`src/rtl/sramc_pkg.sv`:
```
package sramc_pkg;

    typedef enum logic [2:0] {
        ST_IDLE,
        ST_READ,
        ST_WRITE,
        ST_WEND,
        ST_REC
    } st_e;

    typedef struct packed {
        logic ce_n;
        logic we_n;
        logic oe_n;
        logic drv;
    } strobe_t;

    localparam strobe_t STROBE_OFF = '{ce_n: 1'b1, we_n: 1'b1, oe_n: 1'b1, drv: 1'b0};

    function automatic int clks(input int ns, input int period_ns);
        return (ns + period_ns - 1) / period_ns;
    endfunction

    function automatic int imax(input int a, input int b);
        return (a > b) ? a : b;
    endfunction

    function automatic strobe_t strobes_for(input st_e s);
        strobe_t r;
        r = STROBE_OFF;
        case (s)
            ST_READ:  begin r.ce_n = 1'b0; r.oe_n = 1'b0; end
            ST_WRITE: begin r.ce_n = 1'b0; r.we_n = 1'b0; r.drv = 1'b1; end
            ST_WEND:  begin r.ce_n = 1'b0; r.drv = 1'b1; end
            default:  r = STROBE_OFF;
        endcase
        return r;
    endfunction

endpackage

```
`src/rtl/sramc_timer.sv`:
```
module sramc_timer #(
    parameter int W = 4
) (
    input  logic         clk,
    input  logic         rst,
    input  logic         load,
    input  logic [W-1:0] load_val,
    output logic         done
);
    logic [W-1:0] cnt;

    always_ff @(posedge clk) begin
        if (rst)
            cnt <= '0;
        else if (load)
            cnt <= load_val;
        else if (cnt != '0)
            cnt <= cnt - 1'b1;
    end

    assign done = (cnt == '0);

endmodule

```
`src/rtl/sramc_fsm.sv`:
```
module sramc_fsm
    import sramc_pkg::*;
#(
    parameter int RD_CLKS   = 7,
    parameter int WP_CLKS   = 6,
    parameter int WEND_CLKS = 1,
    parameter int REC_CLKS  = 1,
    parameter int W         = 4
) (
    input  logic         clk,
    input  logic         rst,
    input  logic         req_valid,
    input  logic         req_write,
    input  logic         inhibit,
    input  logic         tdone,
    output st_e          st_nxt,
    output logic         tload,
    output logic [W-1:0] tval,
    output logic         accept,
    output logic         capture,
    output logic         ready,
    output logic         ack,
    output logic         ack_err,
    output logic         rd_valid
);
    st_e  st;
    logic fin, err;

    always_comb begin
        st_nxt  = st;
        tload   = 1'b0;
        tval    = '0;
        accept  = 1'b0;
        capture = 1'b0;
        fin     = 1'b0;
        err     = 1'b0;
        case (st)
            ST_IDLE: if (req_valid) begin
                accept = 1'b1;
                tload  = 1'b1;
                if (inhibit) begin
                    st_nxt = ST_REC; fin = 1'b1; err = 1'b1; tval = W'(REC_CLKS - 1);
                end else if (req_write) begin
                    st_nxt = ST_WRITE; tval = W'(WP_CLKS - 1);
                end else begin
                    st_nxt = ST_READ; tval = W'(RD_CLKS - 1);
                end
            end
            ST_READ, ST_WRITE, ST_WEND: begin
                if (inhibit) begin
                    st_nxt = ST_REC; fin = 1'b1; err = 1'b1;
                    tload = 1'b1; tval = W'(REC_CLKS - 1);
                end else if (tdone) begin
                    tload = 1'b1;
                    if (st == ST_WRITE) begin
                        st_nxt = ST_WEND; tval = W'(WEND_CLKS - 1);
                    end else begin
                        st_nxt = ST_REC; fin = 1'b1; tval = W'(REC_CLKS - 1);
                        capture = (st == ST_READ);
                    end
                end
            end
            ST_REC: if (tdone) st_nxt = ST_IDLE;
            default: st_nxt = ST_IDLE;
        endcase
    end

    always_ff @(posedge clk) begin
        if (rst) begin
            st       <= ST_IDLE;
            ack      <= 1'b0;
            ack_err  <= 1'b0;
            rd_valid <= 1'b0;
        end else begin
            st       <= st_nxt;
            ack      <= fin;
            ack_err  <= err;
            rd_valid <= capture;
        end
    end

    assign ready = (st == ST_IDLE);

    AST_ABORT_ACKS_ERR: assert property (@(posedge clk) disable iff (rst)
        ((st == ST_READ || st == ST_WRITE || st == ST_WEND) && inhibit) |=> (ack && ack_err));
    AST_ACK_SINGLE: assert property (@(posedge clk) disable iff (rst)
        ack |=> !ack);
    AST_ACK_NOT_READY: assert property (@(posedge clk) disable iff (rst)
        ack |-> !ready);
    AST_RDV_WITH_ACK: assert property (@(posedge clk) disable iff (rst)
        rd_valid |-> (ack && !ack_err));

endmodule

```
`src/rtl/sramc_pins.sv`:
```
module sramc_pins
    import sramc_pkg::*;
#(
    parameter int AW = 13,
    parameter int DW = 8
) (
    input  logic          clk,
    input  logic          rst,
    input  st_e           st_nxt,
    input  logic          accept,
    input  logic          capture,
    input  logic          inhibit,
    input  logic [AW-1:0] req_addr,
    input  logic [DW-1:0] req_wdata,
    input  logic [DW-1:0] sram_rdata,
    output logic          sram_ce_n,
    output logic          sram_we_n,
    output logic          sram_oe_n,
    output logic          sram_wdata_oe,
    output logic [AW-1:0] sram_addr,
    output logic [DW-1:0] sram_wdata,
    output logic [DW-1:0] rd_data
);
    strobe_t sq;

    always_ff @(posedge clk) begin
        if (rst) begin
            sq         <= STROBE_OFF;
            sram_addr  <= '0;
            sram_wdata <= '0;
            rd_data    <= '0;
        end else begin
            sq <= strobes_for(st_nxt);
            if (accept) begin
                sram_addr  <= req_addr;
                sram_wdata <= req_wdata;
            end
            if (capture)
                rd_data <= sram_rdata;
        end
    end

    // supervisor inhibit overrides the registered strobes without a clock of delay
    assign sram_ce_n     = sq.ce_n | inhibit;
    assign sram_we_n     = sq.we_n | inhibit;
    assign sram_oe_n     = sq.oe_n | inhibit;
    assign sram_wdata_oe = sq.drv & ~inhibit;

    AST_OE_OFF_IN_WRITE: assert property (@(posedge clk) disable iff (rst)
        !sram_we_n |-> sram_oe_n);
    AST_ADDR_HOLD: assert property (@(posedge clk) disable iff (rst)
        (!sram_ce_n && $past(!sram_ce_n)) |-> ($stable(sram_addr) && $stable(sram_wdata)));
    AST_DATA_AFTER_WE: assert property (@(posedge clk) disable iff (rst)
        ($rose(sram_we_n) && !sram_ce_n) |-> sram_wdata_oe);
    AST_CE_NOT_FIRST: assert property (@(posedge clk) disable iff (rst)
        !sram_we_n |-> !sram_ce_n);

endmodule

```
`src/rtl/sram_cycle_ctrl.sv`:
```
module sram_cycle_ctrl
    import sramc_pkg::*;
#(
    parameter int AW        = 13,
    parameter int DW        = 8,
    parameter int CLK_NS    = 10,
    parameter int T_ACC_NS  = 70,
    parameter int T_RC_NS   = 70,
    parameter int T_WP_NS   = 55,
    parameter int T_DS_NS   = 30,
    parameter int T_WC_NS   = 70,
    parameter int T_REC_NS  = 10
) (
    input  logic          clk,
    input  logic          rst,
    input  logic          req_valid,
    input  logic          req_write,
    input  logic [AW-1:0] req_addr,
    input  logic [DW-1:0] req_wdata,
    output logic          req_ready,
    output logic          ack,
    output logic          ack_err,
    output logic          rd_valid,
    output logic [DW-1:0] rd_data,
    input  logic          wr_inhibit,
    output logic          sram_ce_n,
    output logic          sram_we_n,
    output logic          sram_oe_n,
    output logic [AW-1:0] sram_addr,
    output logic [DW-1:0] sram_wdata,
    output logic          sram_wdata_oe,
    input  logic [DW-1:0] sram_rdata
);
    localparam int RD_CLKS   = imax(clks(T_ACC_NS, CLK_NS), clks(T_RC_NS, CLK_NS));
    localparam int WEND_CLKS = 1;
    localparam int WP_CLKS   = imax(imax(clks(T_WP_NS, CLK_NS), clks(T_DS_NS, CLK_NS)),
                                    clks(T_WC_NS, CLK_NS) - WEND_CLKS);
    localparam int REC_CLKS  = imax(1, clks(T_REC_NS, CLK_NS));
    localparam int TW        = $clog2(imax(imax(RD_CLKS, WP_CLKS), REC_CLKS) + 1);

    st_e           st_nxt;
    logic          tload, tdone, accept, capture;
    logic [TW-1:0] tval;

    sramc_timer #(.W(TW)) u_timer (
        .clk      (clk),
        .rst      (rst),
        .load     (tload),
        .load_val (tval),
        .done     (tdone)
    );

    sramc_fsm #(
        .RD_CLKS   (RD_CLKS),
        .WP_CLKS   (WP_CLKS),
        .WEND_CLKS (WEND_CLKS),
        .REC_CLKS  (REC_CLKS),
        .W         (TW)
    ) u_fsm (
        .clk       (clk),
        .rst       (rst),
        .req_valid (req_valid),
        .req_write (req_write),
        .inhibit   (wr_inhibit),
        .tdone     (tdone),
        .st_nxt    (st_nxt),
        .tload     (tload),
        .tval      (tval),
        .accept    (accept),
        .capture   (capture),
        .ready     (req_ready),
        .ack       (ack),
        .ack_err   (ack_err),
        .rd_valid  (rd_valid)
    );

    sramc_pins #(.AW(AW), .DW(DW)) u_pins (
        .clk           (clk),
        .rst           (rst),
        .st_nxt        (st_nxt),
        .accept        (accept),
        .capture       (capture),
        .inhibit       (wr_inhibit),
        .req_addr      (req_addr),
        .req_wdata     (req_wdata),
        .sram_rdata    (sram_rdata),
        .sram_ce_n     (sram_ce_n),
        .sram_we_n     (sram_we_n),
        .sram_oe_n     (sram_oe_n),
        .sram_wdata_oe (sram_wdata_oe),
        .sram_addr     (sram_addr),
        .sram_wdata    (sram_wdata),
        .rd_data       (rd_data)
    );

endmodule

```
`config.mk`:
```
export PLATFORM = sky130hd
export DESIGN_NAME = sram_cycle_ctrl
export DESIGN_NICKNAME = d
export VERILOG_FILES = /design/src/rtl/sramc_pkg.sv /design/src/rtl/sramc_timer.sv /design/src/rtl/sramc_fsm.sv /design/src/rtl/sramc_pins.sv /design/src/rtl/sram_cycle_ctrl.sv
export SDC_FILE = /design/constraint.sdc
export NUM_CORES = 1
export LEC_CHECK = 0
export BUFFER_PORTS_ARGS = -buffer_cell sky130_fd_sc_hd__buf_4
export CAP_MARGIN = 30
export CORE_ASPECT_RATIO = 1.1
export CORE_MARGIN = 5
export CORE_UTILIZATION = 51
export DETAILED_ROUTE_END_ITERATION = 16
export PLACE_DENSITY = 0.95
export SLEW_MARGIN = 20
export SYNTH_ARGS = -nofsm -noshare
export SYNTH_HDL_FRONTEND = slang
export SYNTH_HIERARCHICAL = 1
export SYNTH_SLANG_ARGS = --single-unit
export TNS_END_PERCENT = 50
```
`constraint.sdc`:
```
create_clock -name clk -period 5.49 [get_ports clk]
set_clock_uncertainty 0.05 [all_clocks]
set_input_delay 1.098 -clock clk [delete_from_list [all_inputs] [get_ports clk]]
set_output_delay 1.098 -clock clk [all_outputs]
set_load 0.01 [all_outputs]
```
==> results.json <==
{
  "fin_setup_tns_ns": 0,
  "clk_pin_slew_ns": 0.12,
  "synth_edf_count": 0,
  "power_uw": 629,
  "r2r_end": "u_pins/rd_data[6]",
  "cts_buffers": 5,
  "ys_ff_latch": 42,
  "cts_tree": "yes",
  "grt_first_pass_wirelength_um": 6150,
  "stdcell_area_um2": 2300,
  "reg2reg_depth": 9,
  "synthAdderAreaFrac_pct": 1.44,
  "syn-cell-area_um2": 1740,
  "dr.pass1.iters": 4,
  "drive_gt1_share_pct": 39.2,
  "cts_resized": 0,
  "async_reset_ff_share_pct": 0,
  "dp_hpwl_um": 3000,
  "drc": 0,
  "startpoint_type": "input pin",
  "rrSetupSlack_ns": 3.17,
  "ios": 71,
  "wire_per_inst_um": 14.4,
  "min_period_ns": 2.85,
  "ys_top_cells_by_area": "dfxtp_1, mux2i_1, nor2_1",
  "cp_num_buf_inv": 2,
  "synth_top_family_by_area": "simple AND/OR/NAND/NOR gates",
  "antenna_found_initial": 0,
  "synth_nets": 203,
  "worstMarginPinSlew_ns": 0.740,
  "crit_top_cell": "buf_4",
  "antenna_left": 0,
  "vias_per_cell": 5.21,
  "htreeDepth": 2,
  "cts_hold_buffers": 0,
  "wl_um": 3930,
  "fin_nets": 272,
  "avgSynthCellArea_um2": 10.4,
  "vdd_drop_max_mv": 0.128,
  "ys_seq_area_share_pct": 48.3,
  "first_iter_violations": 68,
  "p_leak_nw": 1.04,
  "area_growth_pct": 32.1,
  "max-slew-margin-rel_pct": 50.3,
  "min_period_over_period_pct": 51.8,
  "crit_slowest_cell": "or2_2",
  "slowest_delay_ns": 0.30,
  "fmax_mhz": 351,
  "cp_cell_sequence": "buf_4, or2_2, buf_4",
  "cp_num_cells": 3,
  "worstPathRequired_ns": 4.34,
  "critPathKind": "in2out",
  "die_area_um2": 4680,
  "mostFrequentLayoutCell": "buf_4",
  "yosys-mux-area-fraction_pct": 16.7,
  "num_antenna_cells": 0,
  "die_x_um": 65.7,
  "clk_latency_ns": 0.33,
  "crit_fanout": 12,
  "initial_utilization_pct": 52.7,
  "worstPathArrival_ns": 1.70,
  "rr_startpoint": "u_timer/cnt[0]",
  "netlist_instances": 167,
  "synthSimpleGateAreaFrac_pct": 22.1,
  "rsz0062_at_grt": "no",
  "overflow": 0,
  "cp_top_family": "buffers and inverters",
  "fillers": 249,
  "final_max_slew_viol_count": 0,
  "synth-compound-area-share_pct": 5.54,
  "synth-main-ff-cell": "dfxtp_1",
  "dpl_cell_area_um2": 2240,
  "setup_viol": 0,
  "synth_top_area_share_pct": 48.3,
  "postCtsSetupRepairBufs": 0,
  "yosysUniqueCellTypes": 37,
  "most-common-layout-cells": "buf_4, dfxtp_1, nor2_1, mux2i_1, nor2b_1",
  "cts_num_sinks": 42,
  "power.density_nw_per_um2": 274,
  "critPathLaunch": "wr_inhibit",
  "synth_area_leader_cell": "dfxtp_1",
  "yosys_warnings": 6,
  "grt_pass1_vias": 1333,
  "cts_buffer_depth": 2,
  "hold_viol_final": 0,
  "yosys.area_share.xor_xnor_pct": 0,
  "critPathCapture": "sram_ce_n",
  "io_buffers": 70,
  "grt_max_degree": 40,
  "status": "finished clean",
  "gp_congestion": 0.760,
  "die_h_um": 71.2,
  "core_um2": 3300,
  "hold_path_class": "reg2reg",
  "vias": 1423,
  "row_count": 22,
  "crit_path_end_kind": "output port",
  "cts-root-buf": "clkbuf_4",
  "grt_usage_pct": 17.1,
  "max-cap-violations": 0
}
power by group:
part           switching, mW  internal (mW)
clock                 0.0915         0.0622
combinational         0.0652         0.0724
sequential            0.0129          0.325
registers in the layout, indices dropped and copies added, names as in the netlist:
signal,count
u_fsm/ack,1
u_fsm/ack_err,1
u_fsm/rd_valid,1
u_fsm/st,3
u_pins/rd_data,8
u_pins/sq,4
u_pins/sram_addr,13
u_pins/sram_wdata,8
u_timer/cnt,3
metal layers:
| metal | GRT usage, % | vias to the layer above | routed length, um |
|---|---|---|---|
| met5 | 0 | - | 0 |
| met4 | 7.60 | 0 | 56 |
| met3 | 4.08 | 4 | 296 |
| met2 | 29.5 | 51 | 1930 |
| met1 | 19.8 | 658 | 1650 |
| li1 | - | 710 | - |
worst min path at each step:
stage / startpoint / endpoint / slack, ns / cells after the start
global route: u_pins/rd_data[4] / u_pins/rd_data[4] / 0.50 / 2
detailed placement: u_pins/sram_addr[4] / u_pins/sram_addr[4] / 0.43 / 2
floorplan: u_fsm/st[0] / u_fsm/ack / 0.47 / 2
CTS: u_pins/sram_addr[4] / u_pins/sram_addr[4] / 0.46 / 2
global placement: u_pins/sram_wdata[6] / u_pins/sram_wdata[6] / 0.42 / 2
finish: u_pins/sram_addr[4] / u_pins/sram_addr[4] / 0.45 / 2
final cells by class:
cell class	count	area [um2]	share of cell area, %
Sequential cell	42	841	36.6
Multi-Input combinational cell	112	803	35.0
Clock inverter	1	5.00	0.218
Inverter	4	15.0	0.654
Clock buffer	7	55.1	2.40
Tap cell	36	45.0	1.96
Timing Repair Buffer	71	533	23.2
synthesized netlist by cell type (3+ instances only):
master / count
inv_1: 4
and2_1: 3
dfxtp_1: 42
nor3_1: 5
mux2i_1: 29
or2_2: 3
nor2b_1: 6
nor4b_1: 3
nor2_1: 30
nand3b_1: 3
buf_4: 3
stage by stage:
| step | hold slack (ns) | setup WS, ns | cells | util, % |
|---|---|---|---|---|
| after global routing | 0.500 | 2.62 | 273 | 69.5 |
| after CTS | 0.459 | 2.64 | 273 | 69.5 |
| after global placement | 0.424 | 2.65 | 264 | 67.5 |
| after floorplan | 0.475 | 2.94 | 167 | - |
| final | 0.455 | 2.64 | 273 | 69.5 |
| after detailed placement | 0.432 | 2.64 | 265 | 67.7 |
logic make-up after synthesis:
kind of cell / count (synthesis)
adders and majority gates: 2
and+or+nand+nor: 69
DFF: 42
AOI/OAI and AO/OA: 12
buffers and inverters: 13
muxes: 29
worst reg2reg max path, stage by stage, from the launching register on:
cell	delay, ns
dfxtp_1	0.34
inv_1	0.08
ha_1	0.19
nand2b_1	0.11
inv_1	0.15
nand2_1	0.16
nor4_2	0.58
buf_4	0.27
mux2i_1	0.20
nor2_1	0.07
No activity file was read; power rests on OpenSTA's default activity.
